## config.mk

```make
export PLATFORM = sky130hd
export DESIGN_NAME = amask_regs
export DESIGN_NICKNAME = d
export VERILOG_FILES = /design/src/rtl/amask_regs.sv
export SDC_FILE = /design/constraint.sdc
export NUM_CORES = 1
export LEC_CHECK = 0
export BUFFER_PORTS_ARGS = -buffer_cell sky130_fd_sc_hd__buf_4
export CORE_MARGIN = 5
export CORE_UTILIZATION = 25
export DETAILED_ROUTE_END_ITERATION = 10
export PLACE_DENSITY_LB_ADDON = 0.1
export SLEW_MARGIN = 20
export SYNTH_ARGS = -nofsm -noshare
export SYNTH_HDL_FRONTEND = slang
export SYNTH_SLANG_ARGS = --single-unit
export TNS_END_PERCENT = 1
```

## constraint.sdc

```tcl
create_clock -name clk -period 2.3 [get_ports clk]
set_input_delay 0.46 -clock clk [delete_from_list [all_inputs] [get_ports clk]]
set_output_delay 0.46 -clock clk [all_outputs]
set_load 0.05 [all_outputs]
```

## src/rtl/amask_regs.sv

```systemverilog
module amask_regs #(
  parameter int DATA_W    = 64,
  parameter int NUM_W     = 10,
  parameter int USR_ALIAS = 13,
  parameter int PRV_ALIAS = 29,
  parameter int FILT_NUM  = 157
) (
  input  logic              clk,
  input  logic              rst_n,
  input  logic              req_vld,
  input  logic              req_wr,
  input  logic [NUM_W-1:0]  req_num,
  input  logic              req_priv,
  input  logic [DATA_W-1:0] req_wdata,
  output logic [DATA_W-1:0] req_rdata,
  output logic              req_denied,
  output logic [DATA_W-1:0] amask_o
);
  localparam logic [NUM_W-1:0] N_USR  = NUM_W'(USR_ALIAS);
  localparam logic [NUM_W-1:0] N_PRV  = NUM_W'(PRV_ALIAS);
  localparam logic [NUM_W-1:0] N_FILT = NUM_W'(FILT_NUM);

  logic [DATA_W-1:0] amask_q, filt_q;
  logic sel_usr, sel_prv, sel_filt, grant, hit_mask, wr_mask, wr_filt;

  assign sel_usr  = req_num == N_USR;
  assign sel_prv  = req_num == N_PRV;
  assign sel_filt = req_num == N_FILT;

  assign req_denied = req_vld & ~req_priv & (sel_prv | sel_filt);
  assign grant      = req_vld & ~req_denied;
  assign hit_mask   = grant & (sel_usr | sel_prv);
  assign wr_mask    = hit_mask & req_wr;
  assign wr_filt    = grant & sel_filt & req_wr;

  always_ff @(posedge clk or negedge rst_n) begin
    if (!rst_n) begin
      amask_q <= '1;
      filt_q  <= '0;
    end else begin
      if (wr_mask) amask_q <= req_priv ? req_wdata : (req_wdata & filt_q);
      if (wr_filt) filt_q  <= req_wdata;
    end
  end

  always_comb begin
    req_rdata = '0;
    if (hit_mask)              req_rdata = amask_q;
    else if (grant & sel_filt) req_rdata = filt_q;
  end

  assign amask_o = amask_q;
endmodule


```

==> impl_metrics.ini, run 1 <==
[cells_and_area]
area_growth_pct = 61.3
antenna_cells = 0
drive_gt1_share_pct = 58.5
nFillCells = 2381
final_area_mm2 = 0.0100
fin_nets = 869
layout_common_cells = buf_4 (153), nor2_4 (66), inv_1 (65)
seqCellArea_mm2 = 0.00328
final_common_cell = buf_4
multi_input_area_mm2 = 0.00303

[place]
place_area_mm2 = 0.00891
portBuffers = 207
dp_slack_ns = -0.104
routabilityCongestion = 0.702
hpwl_mm = 14.2

[grt]
track_usage_pct = 14.6
grt_pass1_vias = 5753
grt_pass1_wl_mm = 32.7
grt_max_degree = 65
overflow = 0
antenna_found_initial = 0

[timing]
slew-limit-headroom_pct = 50.5
final_hold_viol_count = 0
worst_slew_pin_slew_ns = 0.743
period_minus_slack_ns = 2.35
max_freq_ghz = 0.426
fin_ws_ns = -0.0490
rsz0062_at_grt = true
post-route-period-util_pct = 102
setup_violations = 45
slew_violations = 0
fin_skew_ns = 0.00748

[synth]
synthSimpleGateAreaFrac_pct = 4.83
syn_area_per_cell_um2 = 11.0
ys_ff_latch = 128
synth_mux_area_share_pct = 21.9
synthAdderAreaFrac_pct = 0
synth-compound-area-share_pct = 13.4
synth_cell_types = 21
syn_nets = 644
synthXorXnorAreaFrac_pct = 0
synth_top_family_by_area = multiplexers
yosysSeqAreaShare_pct = 52.8
synthCells = 565
yosys_warnings = 0
mappedNetlistArea_mm2 = 0.00622

[floorplanning]
die_area_mm2 = 0.0281
die_w_um = 168
rows = 57
start_util_pct = 25.5
fp.coreArea_mm2 = 0.0244
io_pins = 208
die_y_um = 168

[route]
num_vias = 5186
drc_errors = 0
routed_wl_mm = 21.4
routed_via_density = 4.60
ant_nets = 0
wl_per_cell_um = 19.0
first_pass_iters = 4
drtIter0Drc = 253

[worst_setup_path]
endpoint_kind = output port
path_max_fanout = 6
path_delay_family = simple AND/OR/NAND/NOR gates
required_ns = 1.84
worst-path-buf-inv = 3
critical_path.cell_chain = buf_6 -> nor4bb_2 -> nand3b_1 -> or2_4 -> clkbuf_16 -> nor2_4 -> buf_8
reg2reg_slack_ns = 1.49
slowest_delay_ns = 0.37
cp.arrival_ns = 1.89
rr_worst_depth = 2
worstSetupStartpointType = input pin
crit_cells = 7
crit_slowest_cell = or2_4
critical_path_class = input pin to output port

[job]
drv_cap = 0

[worst_hold_path]
hold_path_depth = 2
hold_path.class = input pin to register

[cts]
tritoncts = done
postCtsSetupBuffers = 0
htree_levels = 4
clk_path_buf_depth = 2
clockRootBuffer = clkbuf_16
clk-insertion-delay-late_ns = 0.41
clkTransAtPathRegs_ns = 0.06
clock-sinks = 128
numCtsBuffers = 17

[status]
violations = negative setup slack
outcome = finished, violations left

[power_and_ir_drop]
ir_drop_v = 0.000402
p_leak_uw = 0.00468
power_density_mw_per_mm2 = 563
cell families after synthesis:
logic type      Yosys count
simple gates             75
mux                     128
flops                   128
buf+inv                 104
compound gates          130
where the power goes:
| group | leakage (uW) | switching (uW) | total, uW | internal (uW) |
|---|---|---|---|---|
| Combinational | 0.00282 | 336 | 548 | 212 |
| Sequential | 0.00157 | 22.9 | 2320 | 2300 |
| Clock | 0.000293 | 1040 | 2780 | 1730 |
| Total | 0.00468 | 1400 | 5650 | 4250 |
path summary, 6_finish.rpt:
| check | from | to |
|---|---|---|
| worst max register to register | amask_o[42] | amask_o[42] |
| worst min-delay path | req_wdata[12] | filt_q[12] |
| max in group asynchronous | rst_n | amask_o[51] |
| min in group asynchronous | rst_n | filt_q[7] |
| worst min register to register | amask_o[6] | amask_o[6] |
| worst max-delay path | req_num[6] | req_rdata[51] |
final cells by class:
cell class                 count  area share, %
multi-input combinational    334           30.1
tap                          324           4.04
timing repair buffer         244           24.6
inverter                      65           2.43
clock buffer                  19           4.41
clock inverter                13           1.63
sequential                   128           32.7
sequential cells by signal, summed over array words and instances (netlist names):
register  cells
amask_o      64
filt_q       64
routing by layer:
layer / track usage, % / vias up / part of all wire, %
li1: - / 2413 / -
met1: 17.4 / 2626 / 41
met2: 25.9 / 128 / 53
met3: 3.51 / 19 / 4.1
met4: 4.41 / 0 / 1.3
met5: 0 / - / 0
cells in the mapped netlist:
master	n	area share, %
nor4bb_1	1	0.16
mux2i_1	64	10
inv_1	65	3.9
nand3b_1	1	0.12
o21ai_0	64	5.1
buf_6	6	1.1
mux2_2	60	11
buf_1	2	0.12
a22oi_1	64	7.7
clkbuf_1	24	1.4
a2111oi_4	1	0.44
dfrtp_1	64	26
nor4b_1	1	0.14
dfstp_2	64	27
mux2_1	4	0.72
nor2_1	67	4.0
a21oi_1	1	0.080
or2_2	1	0.10
buf_2	7	0.56
nand3_1	1	0.080
nand2_1	3	0.18
worst register-to-register path, delay by kind of cell, from the launching register on:
kind	cells	cell delay, ns
mux	1	0.14
flops	1	0.55
buf+inv	1	0.05
through the flow:
| stage | total power (uW) | hold WS [ns] | util [%] | cells | TNS, ns |
|---|---|---|---|---|---|
| 2_1_floorplan | 2610 | 0.164 | - | 565 | -0.347 |
| 3_3_place_gp | 2900 | 0.386 | 36.5 | 1087 | -6.81 |
| 3_5_place_dp | 2910 | 0.387 | 36.5 | 1087 | -6.71 |
| 4_1_cts | 5740 | 0.246 | 39.2 | 1120 | -2.23 |
| 5_1_grt | 5880 | 0.250 | 41.1 | 1127 | -4.77 |
| 6_report | 5650 | 0.268 | 41.1 | 1127 | -0.914 |
repair_timing:
item | in CTS | in global routing
gates cloned | 0 | 7
pin swaps | 0 | 4
resized for setup | 9 | 88
endpoints found under the setup margin | 51 | 65
hold buffers | 1 | 0
endpoints found under the hold margin | 8 | 0
Note: power is estimated with default switching activity, not from simulation.
==> inputs of run 2 (changes only) <==
--- a/config.mk
+++ b/config.mk
@@ -6,9 +6,12 @@
 export NUM_CORES = 1
 export LEC_CHECK = 0
 export BUFFER_PORTS_ARGS = -buffer_cell sky130_fd_sc_hd__buf_4
+export CELL_PAD_IN_SITES_DETAIL_PLACEMENT = 0
+export CELL_PAD_IN_SITES_GLOBAL_PLACEMENT = 1
 export CORE_MARGIN = 5
 export CORE_UTILIZATION = 25
 export DETAILED_ROUTE_END_ITERATION = 10
+export GPL_TIMING_DRIVEN = 0
 export PLACE_DENSITY_LB_ADDON = 0.1
 export SLEW_MARGIN = 20
 export SYNTH_ARGS = -nofsm -noshare
==> impl_metrics.ini, run 2 (synthesis results as in run 1) <==
[cts]
numCtsBuffers = 17
clk-insertion-delay-late_ns = 0.41
clk_path_buf_depth = 2
clock-sinks = 128
clockRootBuffer = clkbuf_16
tritoncts = done
clkTransAtPathRegs_ns = 0.05
htree_levels = 4

[power_and_ir_drop]
switching_share_pct = 25.1
p_leak_uw = 0.00466
ir_drop_v = 0.000381
p_clk_share_pct = 47.5
power_density_mw_per_mm2 = 553
pwr-share-comb_pct = 9.9
switchingPower_uw = 1370
internal_power_uw = 4080
pwr-share-seq_pct = 42.6

[cells_and_area]
final_util_pct = 40.4
fin_cells = 1139
antenna_cells = 0
final_area_mm2 = 0.00985
final_common_cell = buf_4
seqCellArea_mm2 = 0.00328
layout_common_cells = buf_4 (157), inv_1 (65)
multi_input_area_mm2 = 0.00300
drive_gt1_share_pct = 58.3
fin_nets = 881
nFillCells = 2427
area_growth_pct = 58.4

[place]
portBuffers = 207
place_area_mm2 = 0.00877
routabilityCongestion = 0.773
dp_cells = 1097
hpwl_mm = 15.5

[worst_setup_path]
slowest_delay_ns = 0.29
critical_path.cell_chain = buf_6 -> nor4bb_1 -> nand3b_1 -> or2_4 -> clkbuf_16 -> clkbuf_16 -> nor2_4 -> buf_8
critPathLaunch = req_num[6]
endpoint_kind = output port
critical_path_class = input pin to output port
worstSetupStartpointType = input pin
regToRegStartpoint = amask_o[36]
worstReg2RegEnd = amask_o[36]
reg2reg_slack_ns = 1.48
required_ns = 1.84
rr_worst_depth = 2
path_max_fanout = 7
crit_slowest_cell = or2_4
worstSetupEndpoint = req_rdata[0]
crit_top_cell = clkbuf_16
cp.arrival_ns = 1.91

[floorplanning]
die_w_um = 168
die_y_um = 168
die_area_mm2 = 0.0281
rows = 57
io_pins = 208
start_util_pct = 25.5
fp.coreArea_mm2 = 0.0244

[timing]
slew_violations = 0
fin_skew_ns = 0.00831
post-route-period-util_pct = 103
max_freq_ghz = 0.422
period_minus_slack_ns = 2.37
setup_violations = 52
worst_slew_pin_slew_ns = 0.643
final_hold_viol_count = 0
slew-limit-headroom_pct = 57.1
fin_ws_ns = -0.0677
rsz0062_at_grt = true

[status]
violations = negative setup slack
outcome = finished, violations left

[route]
routed_via_density = 4.64
ant_nets = 0
first_pass_iters = 4
routed_wl_mm = 22.1
num_vias = 5290
drc_errors = 0
wl_per_cell_um = 19.4
drtIter0Drc = 207

[grt]
overflow = 0
grt_max_degree = 66
grt_pass1_wl_mm = 34.5
track_usage_pct = 15.7
antenna_found_initial = 0
grt_pass1_vias = 5833

[worst_hold_path]
hold_path.class = input pin to register

[job]
drv_cap = 0
==> run 2: cell types whose count changed in the layout (fill, tap and decap cells not counted), moves of 5 or more <==
cell / delta
nor2_2: +5
buf_8: +6
buf_12: -13
buf_2: +9
buf_6: -13
clkbuf_1: +9
nor2_4: -5
clkbuf_2: +6
==> run 2: worst min-delay path by stage <==
| stage | startpoint | end | slack [ns] | cells after the start |
|---|---|---|---|---|
| 6_report | req_wdata[11] | filt_q[11] | 0.28 | 2 |
| 5_1_grt | req_wdata[12] | filt_q[12] | 0.26 | 2 |
| 4_1_cts | req_wdata[12] | filt_q[12] | 0.25 | 2 |
| 3_5_place_dp | rst_n | filt_q[9] | 0.45 | 1 |
| 3_3_place_gp | amask_o[0] | amask_o[0] | 0.46 | 2 |
| 2_1_floorplan | rst_n | filt_q[0] | 0.16 | 0 |
==> run 2: final cells by class <==
class	instances	area share, %
Clock inverter	12	1.21
Buffer	39	3.64
Sequential cell	128	33.3
Timing Repair Buffer	218	20.4
Tap cell	324	4.11
Clock buffer	20	4.43
Inverter	65	2.48
Multi-Input combinational cell	333	30.4
==> run 2: power by group through the flow <==
stage / Sequential [uW] / Combinational (uW) / Clock [uW]
floorplan: 2420 / 189 / 0
global placement: 2360 / 510 / 0
detailed placement: 2360 / 528 / 0
CTS: 2320 / 547 / 2670
global route: 2330 / 590 / 2750
finish: 2320 / 540 / 2590
==> run 2: timing repair <==
action | 4_1_cts | 5_1_grt
resized for setup | 87 | 27
hold endpoints to repair | 2 | 0
setup endpoints to repair | 125 | 126
hold buffers | 1 | 0
pin swaps | 4 | 2
buffers inserted | 4 | 1
cloned | 4 | 0
==> run 2: stage by stage <==
stage	setup WS [ns]	total power, uW	hold WS [ns]	TNS, ns
after floorplan	-0.0110	2610	0.164	-0.347
after global placement	-0.923	2870	0.461	-92.14
after detailed placement	-0.911	2890	0.448	-96.97
after CTS	-0.0722	5540	0.254	-3.04
after global routing	-0.120	5670	0.259	-5.60
final	-0.0677	5450	0.278	-2.03
==> run 2: worst max-delay path: cells and delay by family <==
kind	cells	cell delay (ns)
buffers and inverters	4	0.62
and+or+nand+nor	4	0.81
==> run 2: per-layer routing <==
metal	share of wire [%]	GRT usage, %	vias up
met2	49	25.7	155
met4	1.5	4.80	0
met3	5.4	3.84	24
met1	44	20.6	2677
met5	0	0	-
li1	-	-	2434
==> inputs of run 3 (changes only) <==
==> constraint.sdc (replaced) <==
create_clock -name clk -period 2.9 [get_ports clk]
set_input_delay 0.58 -clock clk [delete_from_list [all_inputs] [get_ports clk]]
set_output_delay 0.58 -clock clk [all_outputs]
set_load 0.05 [all_outputs]
==> impl_metrics.ini, run 3 (synthesis results as in run 1) <==
[timing]
whs_ns = 0.103
worst_slew_pin_slew_ns = 0.597
final_hold_viol_count = 0
fin_skew_ns = 0.00667
slew-limit-headroom_pct = 60.2
rsz0062_at_grt = true
post-route-period-util_pct = 97.5
max_freq_ghz = 0.354
fin_ws_ns = 0.0739
slew_violations = 0
setup_violations = 0
period_minus_slack_ns = 2.83
tns_ns = 0

[worst_setup_path]
worstReg2RegEnd = amask_o[8]
worstSetupEndpoint = req_rdata[43]
crit_slowest_cell = or2_2
crit_top_cell = buf_4
critical_path_class = input pin to output port
worstSetupStartpointType = input pin
endpoint_kind = output port
required_ns = 2.32
rr_worst_depth = 2
path_max_fanout = 10
critPathLaunch = req_num[6]
regToRegStartpoint = amask_o[8]
slowest_delay_ns = 0.32
critical_path.cell_chain = buf_4 -> nor4bb_1 -> nand3b_1 -> or2_2 -> clkbuf_4 -> buf_4 -> nor2_1 -> buf_4
reg2reg_slack_ns = 2.08
cp.arrival_ns = 2.25

[cells_and_area]
area_growth_pct = 45.9
nFillCells = 2474
fin_nets = 873
final_common_cell = buf_4
final_util_pct = 37.2
drive_gt1_share_pct = 50.4
antenna_cells = 0
layout_common_cells = buf_4 (198), inv_1 (65)
multi_input_area_mm2 = 0.00253
seqCellArea_mm2 = 0.00328

[power_and_ir_drop]
power_density_mw_per_mm2 = 531
ir_drop_v = 0.000317
p_leak_uw = 0.00452

[cts]
numCtsBuffers = 17
clk_path_buf_depth = 2
clockRootBuffer = clkbuf_16
tritoncts = done
clk-insertion-delay-late_ns = 0.41
clock-sinks = 128
htree_levels = 4
clkTransAtPathRegs_ns = 0.06
cts_hold_buf = 0

[grt]
grt_pass1_wl_mm = 33.9
antenna_found_initial = 1
overflow = 0
grt_pass1_vias = 5815
track_usage_pct = 15.4
grt_max_degree = 67

[route]
ant_nets = 0
first_pass_iters = 4
wl_per_cell_um = 19.2
routed_wl_mm = 21.8
num_vias = 5166
drtIter0Drc = 194
drc_errors = 0
routed_via_density = 4.57

[place]
dp_slack_ns = -0.555
portBuffers = 207
routabilityCongestion = 0.754
hpwl_mm = 15.6

[status]
outcome = finished, final reports clean

[floorplanning]
die_area_mm2 = 0.0281
die_w_um = 168
rows = 57
fp.coreArea_mm2 = 0.0244
io_pins = 208
start_util_pct = 25.5
die_y_um = 168

[job]
drv_cap = 0

[worst_hold_path]
hold_path.class = input pin to async pin
run 3: changes by cell type in the layout (fill, tap and decap cells not counted), moves of 5 or more:
cell / before / now
buf_6: 36 / 20
bufinv_16: 2 / 7
buf_8: 25 / 1
clkinv_2: 7 / 0
clkbuf_2: 6 / 11
buf_4: 157 / 198
nor2_4: 61 / 1
nor2_1: 1 / 59
clkbuf_16: 22 / 17
run 3: cell type report:
| type | count | area share [%] |
|---|---|---|
| clock buffers | 20 | 5.14 |
| clock inverters | 12 | 2.78 |
| flip-flops and latches | 128 | 36.2 |
| inverters | 65 | 2.69 |
| well taps | 324 | 4.47 |
| multi-input cells | 333 | 27.9 |
| plain buffers | 39 | 2.61 |
| repair buffers | 210 | 18.3 |
run 3: timing repair:
item                       CTS  global route
cloned                       0             0
setup endpoints to repair   65            40
buffers inserted             1             0
resized for setup           20            38
pin swaps                    1             0
run 3: worst min path at each step:
stage,endpoint,cells after the start
after global placement,amask_o[46],2
after detailed placement,amask_o[38],2
after floorplan,filt_q[0],0
final,filt_q[22],1
after CTS,filt_q[22],1
after global routing,filt_q[22],1
run 3: report_power, final:
part	internal [uW]	switching, uW	leakage, uW
sequential	1820	17.8	0.00157
clock	1780	822	0.000347
combinational	150	233	0.00261
total	3750	1070	0.00452
run 3: metal layers:
metal  GRT usage [%]  vias up  part of all wire, %
met4            3.49        2                 0.90
met5               0        -                0.092
met1            19.7     2590                   45
met3            4.55       16                  5.9
met2            25.9      138                   48
li1                -     2420                    -
run 3: through the flow:
step,cells,instance area [um^2],power (uW)
2_1_floorplan,565,6220,2040
3_3_place_gp,1096,8180,2240
3_5_place_dp,1097,8220,2260
4_1_cts,1130,9000,4900
5_1_grt,1131,9080,5020
6_report,1131,9080,4820
run 3: worst max-delay path, delay by kind of cell:
family / cells / cell delay (ns)
AND/OR/NAND/NOR: 4 / 0.88
buffers and inverters: 4 / 0.79
